--- config.mk ---
export PLATFORM = sky130hd
export DESIGN_NAME = irq_flag_ctrl
export DESIGN_NICKNAME = d
export VERILOG_FILES = /design/src/rtl/irq_pkg.sv /design/src/rtl/irq_flag_bank.sv /design/src/rtl/irq_reg_file.sv /design/src/rtl/irq_out_gen.sv /design/src/rtl/irq_flag_ctrl.sv
export SDC_FILE = /design/constraint.sdc
export NUM_CORES = 1
export LEC_CHECK = 0
export ABC_AREA = 1
export BUFFER_PORTS_ARGS = -buffer_cell sky130_fd_sc_hd__buf_2
export CAP_MARGIN = 20
export CORE_MARGIN = 1
export CORE_UTILIZATION = 41
export CTS_BUF_LIST = sky130_fd_sc_hd__clkbuf_8
export DETAILED_ROUTE_END_ITERATION = 7
export SYNTH_ARGS = -nofsm -noshare
export SYNTH_HDL_FRONTEND = slang
export SYNTH_HIERARCHICAL = 1
export SYNTH_SLANG_ARGS = --single-unit
--- constraint.sdc ---
create_clock -name clk -period 2.8 [get_ports clk]
set_input_delay 0 -clock clk [delete_from_list [all_inputs] [get_ports clk]]
set_output_delay 0 -clock clk [all_outputs]
set_load 0.02 [all_outputs]
--- src/rtl/irq_pkg.sv ---
package irq_pkg;
  localparam int unsigned NUM_SRC = 7;
  localparam int unsigned DATA_W  = 8;
  localparam int unsigned ADDR_W  = 2;

  localparam logic [ADDR_W-1:0] ADDR_FLAG = 2'd0;
  localparam logic [ADDR_W-1:0] ADDR_MASK = 2'd1;
  localparam logic [ADDR_W-1:0] ADDR_CTRL = 2'd2;

  localparam logic [DATA_W-1:0] MASK_RST = 8'hFF;
  localparam logic [DATA_W-1:0] CTRL_RST = 8'h00;

  typedef enum logic [1:0] {
    FORM_LVL_HI   = 2'd0,
    FORM_LVL_LO   = 2'd1,
    FORM_PULSE_HI = 2'd2,
    FORM_PULSE_LO = 2'd3
  } irq_form_e;
endpackage

--- src/rtl/irq_flag_bank.sv ---
module irq_flag_bank #(
  parameter int unsigned NSRC = irq_pkg::NUM_SRC
) (
  input  logic            clk,
  input  logic            rst_n,
  input  logic [NSRC-1:0] evt,
  input  logic [NSRC-1:0] clr,
  output logic [NSRC-1:0] flags,
  output logic [NSRC-1:0] rise
);
  logic [NSRC-1:0] prev_q;

  for (genvar i = 0; i < NSRC; i++) begin : g_bit
    logic flag_q;
    // an event outranks a clear aimed at the same bit
    always_ff @(posedge clk or negedge rst_n) begin
      if (!rst_n) begin
        flag_q <= 1'b0;
      end else if (evt[i]) begin
        flag_q <= 1'b1;
      end else if (clr[i]) begin
        flag_q <= 1'b0;
      end
    end
    assign flags[i] = flag_q;
  end

  always_ff @(posedge clk or negedge rst_n) begin
    if (!rst_n) begin
      prev_q <= '0;
    end else begin
      prev_q <= flags;
    end
  end

  assign rise = flags & ~prev_q;
endmodule

--- src/rtl/irq_reg_file.sv ---
module irq_reg_file #(
  parameter int unsigned DW   = irq_pkg::DATA_W,
  parameter int unsigned AW   = irq_pkg::ADDR_W,
  parameter int unsigned NSRC = irq_pkg::NUM_SRC
) (
  input  logic            clk,
  input  logic            rst_n,
  input  logic            wr,
  input  logic            rd,
  input  logic [AW-1:0]   addr,
  input  logic [DW-1:0]   wdata,
  input  logic [NSRC-1:0] flags,
  output logic [NSRC-1:0] clr,
  output logic [DW-1:0]   mask,
  output logic [DW-1:0]   ctrl,
  output logic [DW-1:0]   rdata
);
  import irq_pkg::*;

  localparam int unsigned PAD_W = DW - NSRC;

  logic [DW-1:0] mask_q, ctrl_q, rdata_q, rd_mux;
  logic          wr_flag, wr_mask, wr_ctrl;

  assign wr_flag = wr && (addr == ADDR_FLAG);
  assign wr_mask = wr && (addr == ADDR_MASK);
  assign wr_ctrl = wr && (addr == ADDR_CTRL);

  assign clr = wr_flag ? wdata[NSRC-1:0] : '0;

  always_ff @(posedge clk or negedge rst_n) begin
    if (!rst_n) begin
      mask_q <= MASK_RST;
      ctrl_q <= CTRL_RST;
    end else begin
      if (wr_mask) mask_q <= wdata;
      if (wr_ctrl) ctrl_q <= wdata;
    end
  end

  always_comb begin
    unique case (addr)
      ADDR_FLAG: rd_mux = {{PAD_W{1'b0}}, flags};
      ADDR_MASK: rd_mux = mask_q;
      ADDR_CTRL: rd_mux = ctrl_q;
      default:   rd_mux = '0;
    endcase
  end

  always_ff @(posedge clk or negedge rst_n) begin
    if (!rst_n) begin
      rdata_q <= '0;
    end else if (rd) begin
      rdata_q <= rd_mux;
    end
  end

  assign mask  = mask_q;
  assign ctrl  = ctrl_q;
  assign rdata = rdata_q;
endmodule

--- src/rtl/irq_out_gen.sv ---
module irq_out_gen #(
  parameter int unsigned NSRC = irq_pkg::NUM_SRC
) (
  input  logic [NSRC-1:0] flags,
  input  logic [NSRC-1:0] rise,
  input  logic [NSRC-1:0] mask,
  input  logic [1:0]      form,
  output logic            irq
);
  import irq_pkg::*;

  logic      pending, fresh;
  irq_form_e form_e;

  assign pending = |(flags & ~mask);
  assign fresh   = |(rise & ~mask);
  assign form_e  = irq_form_e'(form);

  always_comb begin
    unique case (form_e)
      FORM_LVL_HI:   irq = pending;
      FORM_LVL_LO:   irq = ~pending;
      FORM_PULSE_HI: irq = fresh;
      FORM_PULSE_LO: irq = ~fresh;
      default:       irq = pending;
    endcase
  end
endmodule

--- src/rtl/irq_flag_ctrl.sv ---
module irq_flag_ctrl #(
  parameter int unsigned NSRC = irq_pkg::NUM_SRC,
  parameter int unsigned DW   = irq_pkg::DATA_W,
  parameter int unsigned AW   = irq_pkg::ADDR_W
) (
  input  logic            clk,
  input  logic            rst_n,
  input  logic [NSRC-1:0] evt_i,
  input  logic [AW-1:0]   reg_addr,
  input  logic [DW-1:0]   reg_wdata,
  input  logic            reg_wr,
  input  logic            reg_rd,
  output logic [DW-1:0]   reg_rdata,
  output logic            irq_o
);
  localparam int unsigned FORM_HI = DW - 1;
  localparam int unsigned FORM_LO = DW - 2;

  logic [NSRC-1:0] clr_vec, flag_vec, rise_vec;
  logic [DW-1:0]   mask_reg, ctrl_reg;

  irq_flag_bank #(.NSRC(NSRC)) u_flags (
    .clk   (clk),
    .rst_n (rst_n),
    .evt   (evt_i),
    .clr   (clr_vec),
    .flags (flag_vec),
    .rise  (rise_vec)
  );

  irq_reg_file #(.DW(DW), .AW(AW), .NSRC(NSRC)) u_regs (
    .clk   (clk),
    .rst_n (rst_n),
    .wr    (reg_wr),
    .rd    (reg_rd),
    .addr  (reg_addr),
    .wdata (reg_wdata),
    .flags (flag_vec),
    .clr   (clr_vec),
    .mask  (mask_reg),
    .ctrl  (ctrl_reg),
    .rdata (reg_rdata)
  );

  irq_out_gen #(.NSRC(NSRC)) u_out (
    .flags (flag_vec),
    .rise  (rise_vec),
    .mask  (mask_reg[NSRC-1:0]),
    .form  (ctrl_reg[FORM_HI:FORM_LO]),
    .irq   (irq_o)
  );
endmodule

# Word level (Yosys, flattened, before mapping)
# Index checks and enable logic that the tools add are counted.
# classes
n_addsub	0
mul	0
div_mod_pow	0
n_lt_le_gt_ge	0
n_eq_ne	5
shift	0
n_mux	17
bitwise_logic	7
reduce_logical	14
# op_table
op	count
8-bit one-hot mux with 3 select lines	1
7-bit AND	3
1-bit two-way mux	14
7-bit inverter	2
2-bit nonzero test	7
7-bit OR reduction	2
7-bit two-way mux	1
2-bit equality test (second input constant)	3
2-bit by 1-bit equality test with 1-bit output (second input constant)	2
2-bit zero test	2
1-bit one-hot mux with 4 select lines	1
1-bit logical AND	3
1-bit inverter	2
# totals
ff_bits	38
latchBits	0
mem_bits_rw	0
romBits	0
output_inout_bits	9
mem_count	0

# Longest topological paths before layout
# Gate-level depths: netlist of run 1.
# depth
depth_word	6
mapped_depth	10

# Modules after synthesis
# Netlist of run 1, hierarchy kept.
# modules_own_cells
module	n_inst	cells_per_inst	area_each_um2
irq_reg_file	1	140	1234.9
irq_flag_bank	1	63	578.1
irq_out_gen	1	42	158.9

# Least setup slack after synthesis of run 1
# OpenSTA, ideal clock, no wires.
# synth_path
kind	flip-flop to output port
startpoint	register u_regs.mask_q[4], in the netlist u_regs/mask[4]
endpoint	output port irq_o
t_arrival_ns	1.061
required_time_ns	2.800
slack_ns	1.739
path_stages_with_launch	9
n_path_buf	0
cell_sequence	dfstp_2 -> inv_1 -> nand2_1 -> nand2_1 -> nor2_1 -> nand2_1 -> nand3_1 -> nand2_1 -> inv_1
# synth_via
elab_chain_cells	5
elab_cells_between_ends	8
cone_classes	mux (1); bitwise (5); reduce/logical (2)
# synth_lines
item	line	rtl
from (decl)	irq_reg_file.sv:22	logic [DW-1:0] mask_q, ctrl_q, rdata_q, rd_mux;
from (signal assigned)	irq_reg_file.sv:36	if (wr_mask) mask_q <= wdata;
7-bit inverter (*)	irq_out_gen.sv:15, irq_out_gen.sv:16	
7-bit AND, on equally long branches	irq_out_gen.sv:16, irq_out_gen.sv:15	
7-bit OR reduction, on equally long branches	irq_out_gen.sv:16, irq_out_gen.sv:15	
1-bit inverter, on equally long branches	irq_out_gen.sv:24, irq_out_gen.sv:22	
1-bit one-hot mux with 4 select lines (*)	irq_out_gen.sv:20	unique case (form_e)
to (decl)	irq_flag_ctrl.sv:14	output logic irq_o
# Mark *: on every way between the ends. The rest lies on a longest branch, timed or not.

# Final worst setup path of run 1
# layout_path
startpoint	register u_regs.mask_q[5], in the netlist u_regs/mask[5]
endpoint	output port irq_o
# Same word-level chain as after synthesis.

==> results of run 1 <==
[kinds of logic after synthesis]
family | count (synthesis) | synth area share
AOI/OAI and AO/OA | 16 | 0.0711
and+or+nand+nor | 137 | 0.308
buffers and inverters | 54 | 0.134
DFF | 38 | 0.487
[report_power, final]
group	total, µW	switching, µW	internal [µW]
combinational	257	154	103
sequential	665	42.5	622
clock	375	180	195
total	1300	377	920
[worst max path at each step]
stage          depth (start not counted)                       to  slack (ps)
6_report                              10                    irq_o        1280
5_1_grt                                9                    irq_o        1120
3_3_place_gp                          10                    irq_o        1570
3_5_place_dp                           7  u_flags/g_bit[6].flag_q        1600
2_1_floorplan                          8                    irq_o        1740
4_1_cts                               10                    irq_o        1270
[cells in the mapped netlist]
| library cell | count | share of area |
|---|---|---|
| clkbuf_1 | 1 | 0.0019 |
| nor2_2 | 7 | 0.022 |
| nand2_1 | 88 | 0.17 |
| dfstp_2 | 8 | 0.11 |
| nor2_4 | 3 | 0.017 |
| inv_1 | 40 | 0.076 |
| buf_4 | 7 | 0.027 |
| nor2_1 | 11 | 0.021 |
| nand2_2 | 4 | 0.013 |
| nand3_1 | 22 | 0.056 |
| inv_4 | 2 | 0.0063 |
| buf_6 | 4 | 0.023 |
| dfrtp_1 | 30 | 0.38 |
| o21ai_2 | 16 | 0.071 |
| nand2_4 | 2 | 0.011 |
[worst register-to-register path: cells and delay by family, from the launching register on]
kind | cells | cell delay [ps]
simple gates | 4 | 300
flops | 1 | 560
[stage by stage]
stage | util | power, µW | setup WS, ps | hold WS [ps]
after floorplan | - | 846 | 1740 | -296
after global placement | 0.465 | 912 | 1570 | 149
after detailed placement | 0.465 | 918 | 1600 | 145
after CTS | 0.519 | 1320 | 1270 | 9.24
after global routing | 0.519 | 1380 | 1120 | 10.6
final | 0.519 | 1300 | 1280 | 16.4
[metal layers]
metal | GRT usage | up-vias
li1 | - | 807
met1 | 0.235 | 680
met2 | 0.274 | 37
met3 | 0.0394 | 5
met4 | 0.0800 | 0
met5 | 0 | -
[what timing repair did]
action                                 CTS  global route
endpoints found under the hold margin   45             0
gates resized for setup                  0             0
hold buffers                            15             0
[final cells by class]
cell class,count,area (µm²)
multi-input cells,153,747
fillers,452,2150
clock buffers,6,82.6
clock inverters,2,8.76
inverters,42,163
flip-flops and latches,38,961
well taps,52,65.1
repair buffers,44,295
==> summary.txt, run 1 <==
status: finished with violations
failing checks: DRC
# clock sinks: 38
# Post-CTS Setup Buffers: 0
post-route insts no fill: 337
# port buffers: 29
Reg2Reg Depth: 4
Core ar.: 4470 µm²
MaxCap Viol Count: 0
layout cells sized above 1: 0.274
vias: 1529
worst hold path type: input pin to register
Synthesis Warnings: 6
Setup Viol. Count Final: 0
Final ANT Viol Nets: 0
most used cell, CP: nand2_1
met3 wire length: 175 µm
Slew Limit Headroom: 0.456
Hold Vio Cnt, Final: 0
CTS tree: yes
first-pass GRT wire length: 6820 µm
hold path start: reg_rd
max-slew violation count: 0
Slew @ Worst Pin: 816 ps
Die Wd: 71.4 µm
DR iter-0 viols: 105
Final Cell Area: 2320 µm²
# rows: 24
final HPWL from detailed placement: 2700 µm
minimum clock period: 1520 ps
most frequent cells in the layout: nand2_1 (88), inv_1 (41), dfrtp_1 (30)
crit-path cells: inv_1, nand2_1, nand2_1, nor2_1, nand2_1, nand2_1, nand2_1, nand2_1, inv_1, buf_2
fin nets: 305
vias in the first global route: 1462
Critical path buffers and inverters: 3
Max rail drop VDD: 0.223 mV
top layer in use: met4
Post-Syn Area per Cell: 8.05 µm²
post-synthesis sequential area ratio: 0.487
syn nets: 266
placed instance area: 2080 µm²
Die H: 71.4 µm
CP Data Arrival Time: 1520 ps
worst setup path class: register to primary output
Hold EP: u_regs/rdata[1]
Initial Util: 0.441
Crit Path Max Fanout: 3
critical path launch point type: register
slowest CP cell: dfstp_2
met2 wire len: 1730 µm
Tot GR Track Use: 0.176
part of the cycle the worst path needs: 0.542
worst skew pair latency: 290 ps
clock buffer depth: 2
post-synthesis register bit count: 38
largest net degree at the start of global routing: 39
Root Buffer: clkbuf_8
FF-to-FF End: u_regs/rdata[4]
GRT Residual Overflow: 0
Layout area overhead: 17.8%
RSZ-0062 raised after global routing: false
antenna violations before repair: 0
Clock Skews: 4.57 ps
worst endpoint required time: 2800 ps
slowest stage delay, CP: 560 ps
Hold Path Stages: 3
CP Launch Point: u_regs/mask[5]
FMAX: 659 MHz
leakage power: 0.00128 µW
final setup TNS: 0 ps
TritonRoute pass-1 iters: 6
IO Count: 30
M1 WL: 1880 µm
full die area: 5090 µm²
WL final: 3870 µm
number of remaining DRC errors: 6
drt via density: 4.54
cell count after synthesis: 245
Crit path max-delay family: flip-flops
H-tree level count: 2
R2R setup slack: 1890 ps
CP endpoint kind: primary output
clock transition at the registers of the reported paths: 70 ps
Netlist cell types: 15
dpl cells: 314
routability cong.: 0.772
Post-Syn Area: 1970 µm²
Worst R2R Start: u_regs/mask[4]
PwrDens: 558 nW/µm²
CTS buffer count: 5
commonest non-fill, non-tap cell in the layout: nand2_1
WL/cell: 11.5 µm
Antenna diodes: 0
(Power assumes the default switching activity.)
==> inputs of run 2 (changes only) <==
Clock period 2.8 ns to 1.4 ns, I/O delays scaled along.
==> run 2 against run 1 <==
The flow finishes with violations (DRC, setup timing). Critical path depth is the same. Sequential power rose by 98%. Sequential share of layout area shrank 1.2 points.
==> summary.txt, run 2 (synthesis results as in run 1) <==
status: finished with violations (unchanged)
failing checks: DRC, setup timing (was DRC)
Die H: 71.4 µm (unchanged)
Tot GR Track Use: 0.187 (was 0.176)
worst setup margin: -97.3 ps (was 1280 ps)
antenna violations before repair: 0 (unchanged)
Die Wd: 71.4 µm (unchanged)
CP Capture Point: irq_o (unchanged)
Core ar.: 4470 µm² (unchanged)
CTS tree: yes (unchanged)
Crit Path Max Fanout: 2 (was 3)
most frequent cells in the layout: nand2_1 (85), inv_1 (35), dfrtp_1 (29) (was nand2_1 (88), inv_1 (41), dfrtp_1 (30))
Multi-input gate area: 757 µm² (was 747 µm²)
worst setup path class: register to primary output (unchanged)
RSZ-0062 raised after global routing: true (was false)
Max rail drop VDD: 0.455 mV (was 0.223 mV)
# fillers: 439 (was 452)
part of the cycle the worst path needs: 1.07
post-layout util: 0.536 (was 0.519)
FF-to-FF End: u_regs/rdata[4] (unchanged)
vias in the first global route: 1544 (was 1462)
worst skew pair latency: 290 ps (about the same)
Root Buffer: clkbuf_8 (unchanged)
clock transition at the registers of the reported paths: 70 ps (about the same)
vias: 1591 (was 1529)
first-pass GRT wire length: 7170 µm (was 6820 µm)
WL final: 4070 µm (was 3870 µm)
minimum clock period: 1500 ps
clock buffer depth: 2 (unchanged)
Initial Util: 0.441 (unchanged)
IO Count: 30 (unchanged)
# clock sinks: 38 (unchanged)
Final ANT Viol Nets: 0 (unchanged)
PwrDens: 1110 nW/µm² (was 558 nW/µm²)
R2R setup slack: 400 ps (was 1890 ps)
critical path launch point type: register (unchanged)
DR iter-0 viols: 87 (was 105)
CP endpoint kind: primary output (unchanged)
GRT Residual Overflow: 0 (unchanged)
H-tree level count: 2 (unchanged)
CTS buffer count: 5 (unchanged)
final HPWL from detailed placement: 2770 µm (was 2700 µm)
Clock Skews: 4.51 ps (was 4.57 ps)
Hold Vio Cnt, Final: 0 (unchanged)
worst endpoint required time: 1400 ps (was 2800 ps)
fin nets: 311 (was 305)
Slew Limit Headroom: 0.709 (was 0.456)
number of remaining DRC errors: 6 (unchanged)
WL/cell: 11.9 µm (was 11.5 µm)
Antenna diodes: 0 (unchanged)
commonest non-fill, non-tap cell in the layout: nand2_1 (unchanged)
worst hold path type: input pin to register (unchanged)
leakage power: 0.00131 µW (was 0.00128 µW)
Reg2Reg Depth: 5 (was 4)
layout cells sized above 1: 0.326 (was 0.274)
# rows: 24 (unchanged)
MaxCap Viol Count: 0 (unchanged)
full die area: 5090 µm² (unchanged)
CP Launch Point: u_regs/mask[5] (unchanged)
Pwr Total: 2660 µW (was 1300 µW)
drt via density: 4.64 (was 4.54)
Worst R2R Start: u_regs/mask[4] (unchanged)
Setup Viol. Count Final: 1 (was 0)
max-slew violation count: 0 (unchanged)
TritonRoute pass-1 iters: 6 (unchanged)
routability cong.: 0.817 (was 0.772)
CP Data Arrival Time: 1500 ps (was 1520 ps)
largest net degree at the start of global routing: 22 (was 39)
Slew @ Worst Pin: 436 ps (was 816 ps)
register area: 962 µm² (was 961 µm²)
# port buffers: 29 (unchanged)
Layout area overhead: 21.6% (was 17.8%)
FMAX: 668 MHz
==> run 2: layer usage <==
layer | wire (µm) | part of all wire | global-route usage
met2 | 1820 | 0.45 | 0.292
met4 | 86 | 0.021 | 0.0733
met5 | 0 | 0 | 0
met3 | 172 | 0.042 | 0.0422
met1 | 2000 | 0.49 | 0.253
==> run 2: worst min-delay path by stage <==
stage | from | to | slack, ps | cells past startpoint
after floorplan | rst_n | u_flags/g_bit[0].flag_q | -300 | 0
after global placement | rst_n | u_regs/ctrl[1] | -40 | 1
after detailed placement | rst_n | u_regs/ctrl[1] | -30 | 1
after CTS | reg_rd | u_regs/rdata[7] | 8 | 3
after global routing | reg_rd | u_regs/rdata[5] | 30 | 3
final | reg_rd | u_regs/rdata[0] | 10 | 3
==> run 2: worst max-delay path: stages (launching register included) <==
cell,delay (ps)
dfstp_2,530
inv_1,50
nand2_1,50
nand2_1,50
nor2_1,130
nand2_1,80
nand2_1,60
nand2_1,40
nand2_1,60
inv_2,40
buf_6,120
==> run 2: what timing repair did <==
action	CTS	global route
hold endpoints to repair	51	0
pin swaps	4	5
resized for setup	3	10
buffers inserted	4	0
hold buffers	15	0
endpoints found under the setup margin	1	1
==> run 2: area by class of cell <==
| type | instances | share of cell area |
|---|---|---|
| tap | 52 | 0.0271 |
| clock buffer | 6 | 0.0344 |
| multi-input combinational | 153 | 0.316 |
| timing repair buffer | 50 | 0.150 |
| sequential | 38 | 0.401 |
| clock inverter | 2 | 0.00365 |
| inverter | 42 | 0.0678 |
==> run 2: metrics by stage <==
step	setup TNS, ps	std cells	instance area [µm²]	worst slack [ps]	hold WS [ps]
2_1_floorplan	0	245	1970	339	-296
4_1_cts	-109	343	2390	-109	8.23
5_1_grt	-200	343	2400	-200	28.7
6_report	-97.3	343	2400	-97.3	14.5
3_5_place_dp	0	316	2110	186	-34.7
3_3_place_gp	0	316	2110	167	-40.4
==> run 2: where the power goes <==
part	switching, µW	internal, µW
sequential	79.8	1240
clock	372	390
combinational	331	248
==> inputs of run 3 (changes only) <==
Settings changed: BUFFER_PORTS_ARGS -buffer_cell sky130_fd_sc_hd__buf_2 to unset, CORE_ASPECT_RATIO set to 1.4, DONT_BUFFER_PORTS set to 1, RECOVER_POWER set to 50.
==> run 3 against run 2 <==
Combinational power down 7.4%. Utilization down 0.92 points. First-iteration DRC count down 5.7%. The flow finishes with violations (setup timing). Sequential share of layout area down 0.17 points. Register-to-register slack worse by 360 ps. Clock power down 6.7%. Critical endpoint unchanged. Highest routed layer unchanged.
==> summary.txt, run 3 (synthesis results as in run 1) <==
GRT Residual Overflow: 0 (unchanged)
Slew @ Worst Pin: 926 ps (was 436 ps)
Max rail drop VDD: 0.423 mV (was 0.455 mV)
PwrDens: 1090 nW/µm² (was 1110 nW/µm²)
full die area: 5090 µm² (about the same)
Worst R2R Start: u_regs/ctrl[4] (was u_regs/mask[4])
critical path launch point type: register (unchanged)
Layout area overhead: 22.1% (was 21.6%)
WL/cell: 12.8 µm (was 11.9 µm)
dpl cells: 295 (was 316)
Crit Path Max Fanout: 3 (was 2)
worst setup margin: -27.9 ps (was -97.3 ps)
Die H: 84.1 µm (was 71.4 µm)
clock buffer depth: 2 (unchanged)
# rows: 29 (was 24)
first-pass GRT wire length: 7230 µm (was 7170 µm)
Clock Skews: 8.09 ps (was 4.51 ps)
part of the cycle the worst path needs: 1.02 (was 1.07)
WL final: 4350 µm (was 4070 µm)
CP endpoint kind: primary output (unchanged)
max-slew violation count: 0 (unchanged)
# clock sinks: 38 (unchanged)
worst hold path type: input pin to register (unchanged)
Final ANT Viol Nets: 0 (unchanged)
worst skew pair latency: 290 ps (about the same)
CTS tree: yes (unchanged)
CP Data Arrival Time: 1430 ps (was 1500 ps)
Hold Vio Cnt, Final: 0 (unchanged)
RSZ-0062 raised after global routing: true (unchanged)
# fillers: 480 (was 439)
Slew Limit Headroom: 0.383 (was 0.709)
largest net degree at the start of global routing: 39 (was 22)
FF-to-FF End: u_regs/rdata[4] (unchanged)
R2R setup slack: 40 ps (was 400 ps)
CTS buffer count: 5 (unchanged)
clock transition at the registers of the reported paths: 80 ps (was 70 ps)
Initial Util: 0.431 (was 0.441)
Tot GR Track Use: 0.195 (was 0.187)
Setup Viol. Count Final: 1 (unchanged)
minimum clock period: 1430 ps (was 1500 ps)
vias in the first global route: 1609 (was 1544)
drt via density: 4.63 (was 4.64)
fin nets: 298 (was 311)
number of remaining DRC errors: 0 (was 6)
Reg2Reg Depth: 5 (unchanged)
vias: 1570 (was 1591)
CP Launch Point: u_regs/mask[6] (was u_regs/mask[5])
layout cells sized above 1: 0.264 (was 0.326)
MaxCap Viol Count: 0 (unchanged)
H-tree level count: 2 (unchanged)
most frequent cells in the layout: nand2_1 (83), inv_1 (34), dfrtp_1 (29) (was nand2_1 (85), inv_1 (35), dfrtp_1 (29))
final HPWL from detailed placement: 2600 µm (was 2770 µm)
Core ar.: 4570 µm² (was 4470 µm²)
IO Count: 30 (unchanged)
status: finished with violations (unchanged)
DR iter-0 viols: 82 (was 87)
routability cong.: 0.782 (was 0.817)
leakage power: 0.00124 µW (was 0.00131 µW)
post-route insts no fill: 339 (was 343)
TritonRoute pass-1 iters: 4 (was 6)
FMAX: 700 MHz (was 668 MHz)
Root Buffer: clkbuf_8 (unchanged)
Antenna diodes: 0 (unchanged)
CP Capture Point: irq_o (unchanged)
# port buffers: 0 (was 29)
Pwr Total: 2610 µW (was 2660 µW)
antenna violations before repair: 0 (unchanged)
worst setup path class: register to primary output (unchanged)
worst endpoint required time: 1400 ps (about the same)
commonest non-fill, non-tap cell in the layout: nand2_1 (unchanged)
Die Wd: 60.6 µm (was 71.4 µm)
failing checks: setup timing (was DRC, setup timing)
run 3: cell type report:
class / count / area [µm²] / share of cell area
Tap cell: 62 / 77.6 / 0.0322
Timing Repair Buffer: 37 / 345 / 0.143
Multi-Input combinational cell: 153 / 778 / 0.323
Clock buffer: 5 / 68.8 / 0.0286
Sequential cell: 38 / 962 / 0.400
Inverter: 42 / 165 / 0.0686
Clock inverter: 2 / 10.0 / 0.00416
run 3: layer usage:
layer / GRT usage / share of wire
met1: 0.229 / 0.43
met2: 0.311 / 0.52
met3: 0.0543 / 0.034
met4: 0.107 / 0.016
met5: 0 / 0
run 3: timing repair:
action                                  in CTS  in global routing
buffers inserted                             6                  2
endpoints found under the setup margin       1                 11
hold endpoints to repair                    69                  0
gates resized for setup                      4                 13
pin swaps                                    4                 10
hold buffers                                30                  0
run 3: worst min-delay path by stage:
stage | start | to | slack (ps) | cells after the start
5_1_grt | reg_addr[1] | u_regs/rdata[1] | 30 | 5
2_1_floorplan | rst_n | u_flags/g_bit[0].flag_q | -300 | 0
3_5_place_dp | rst_n | u_regs/ctrl[0] | -290 | 0
3_3_place_gp | rst_n | u_flags/g_bit[0].flag_q | -290 | 0
6_report | reg_addr[1] | u_regs/rdata[1] | 10 | 5
4_1_cts | reg_addr[0] | u_regs/rdata[6] | 7 | 5
run 3: power by group:
| group | total, µW | switching [µW] | leakage [µW] | internal (µW) |
|---|---|---|---|---|
| Sequential | 1370 | 126 | 0.000413 | 1240 |
| Combinational | 535 | 295 | 0.000780 | 240 |
| Clock | 711 | 377 | 0.0000438 | 334 |
| Total | 2610 | 797 | 0.00124 | 1820 |
run 3: critical path, cell delays in order, from the launching register on:
cell	delay, ps
dfstp_2	550
inv_2	40
nand2_2	60
nand2_2	50
nor2_1	100
nand2_1	80
nand2_1	60
nand2_1	60
nand2_2	80
inv_4	50
run 3: stage by stage:
step	instance area (µm²)	util	hold slack (ps)	setup slack, ps	setup TNS (ps)
2_1_floorplan	1970	-	-296	339	0
3_3_place_gp	1950	0.426	-294	224	0
3_5_place_dp	1950	0.426	-294	236	0
4_1_cts	2380	0.522	7.11	-15.1	-24.6
5_1_grt	2410	0.527	27.9	-149	-149
6_report	2410	0.527	14.0	-27.9	-27.9
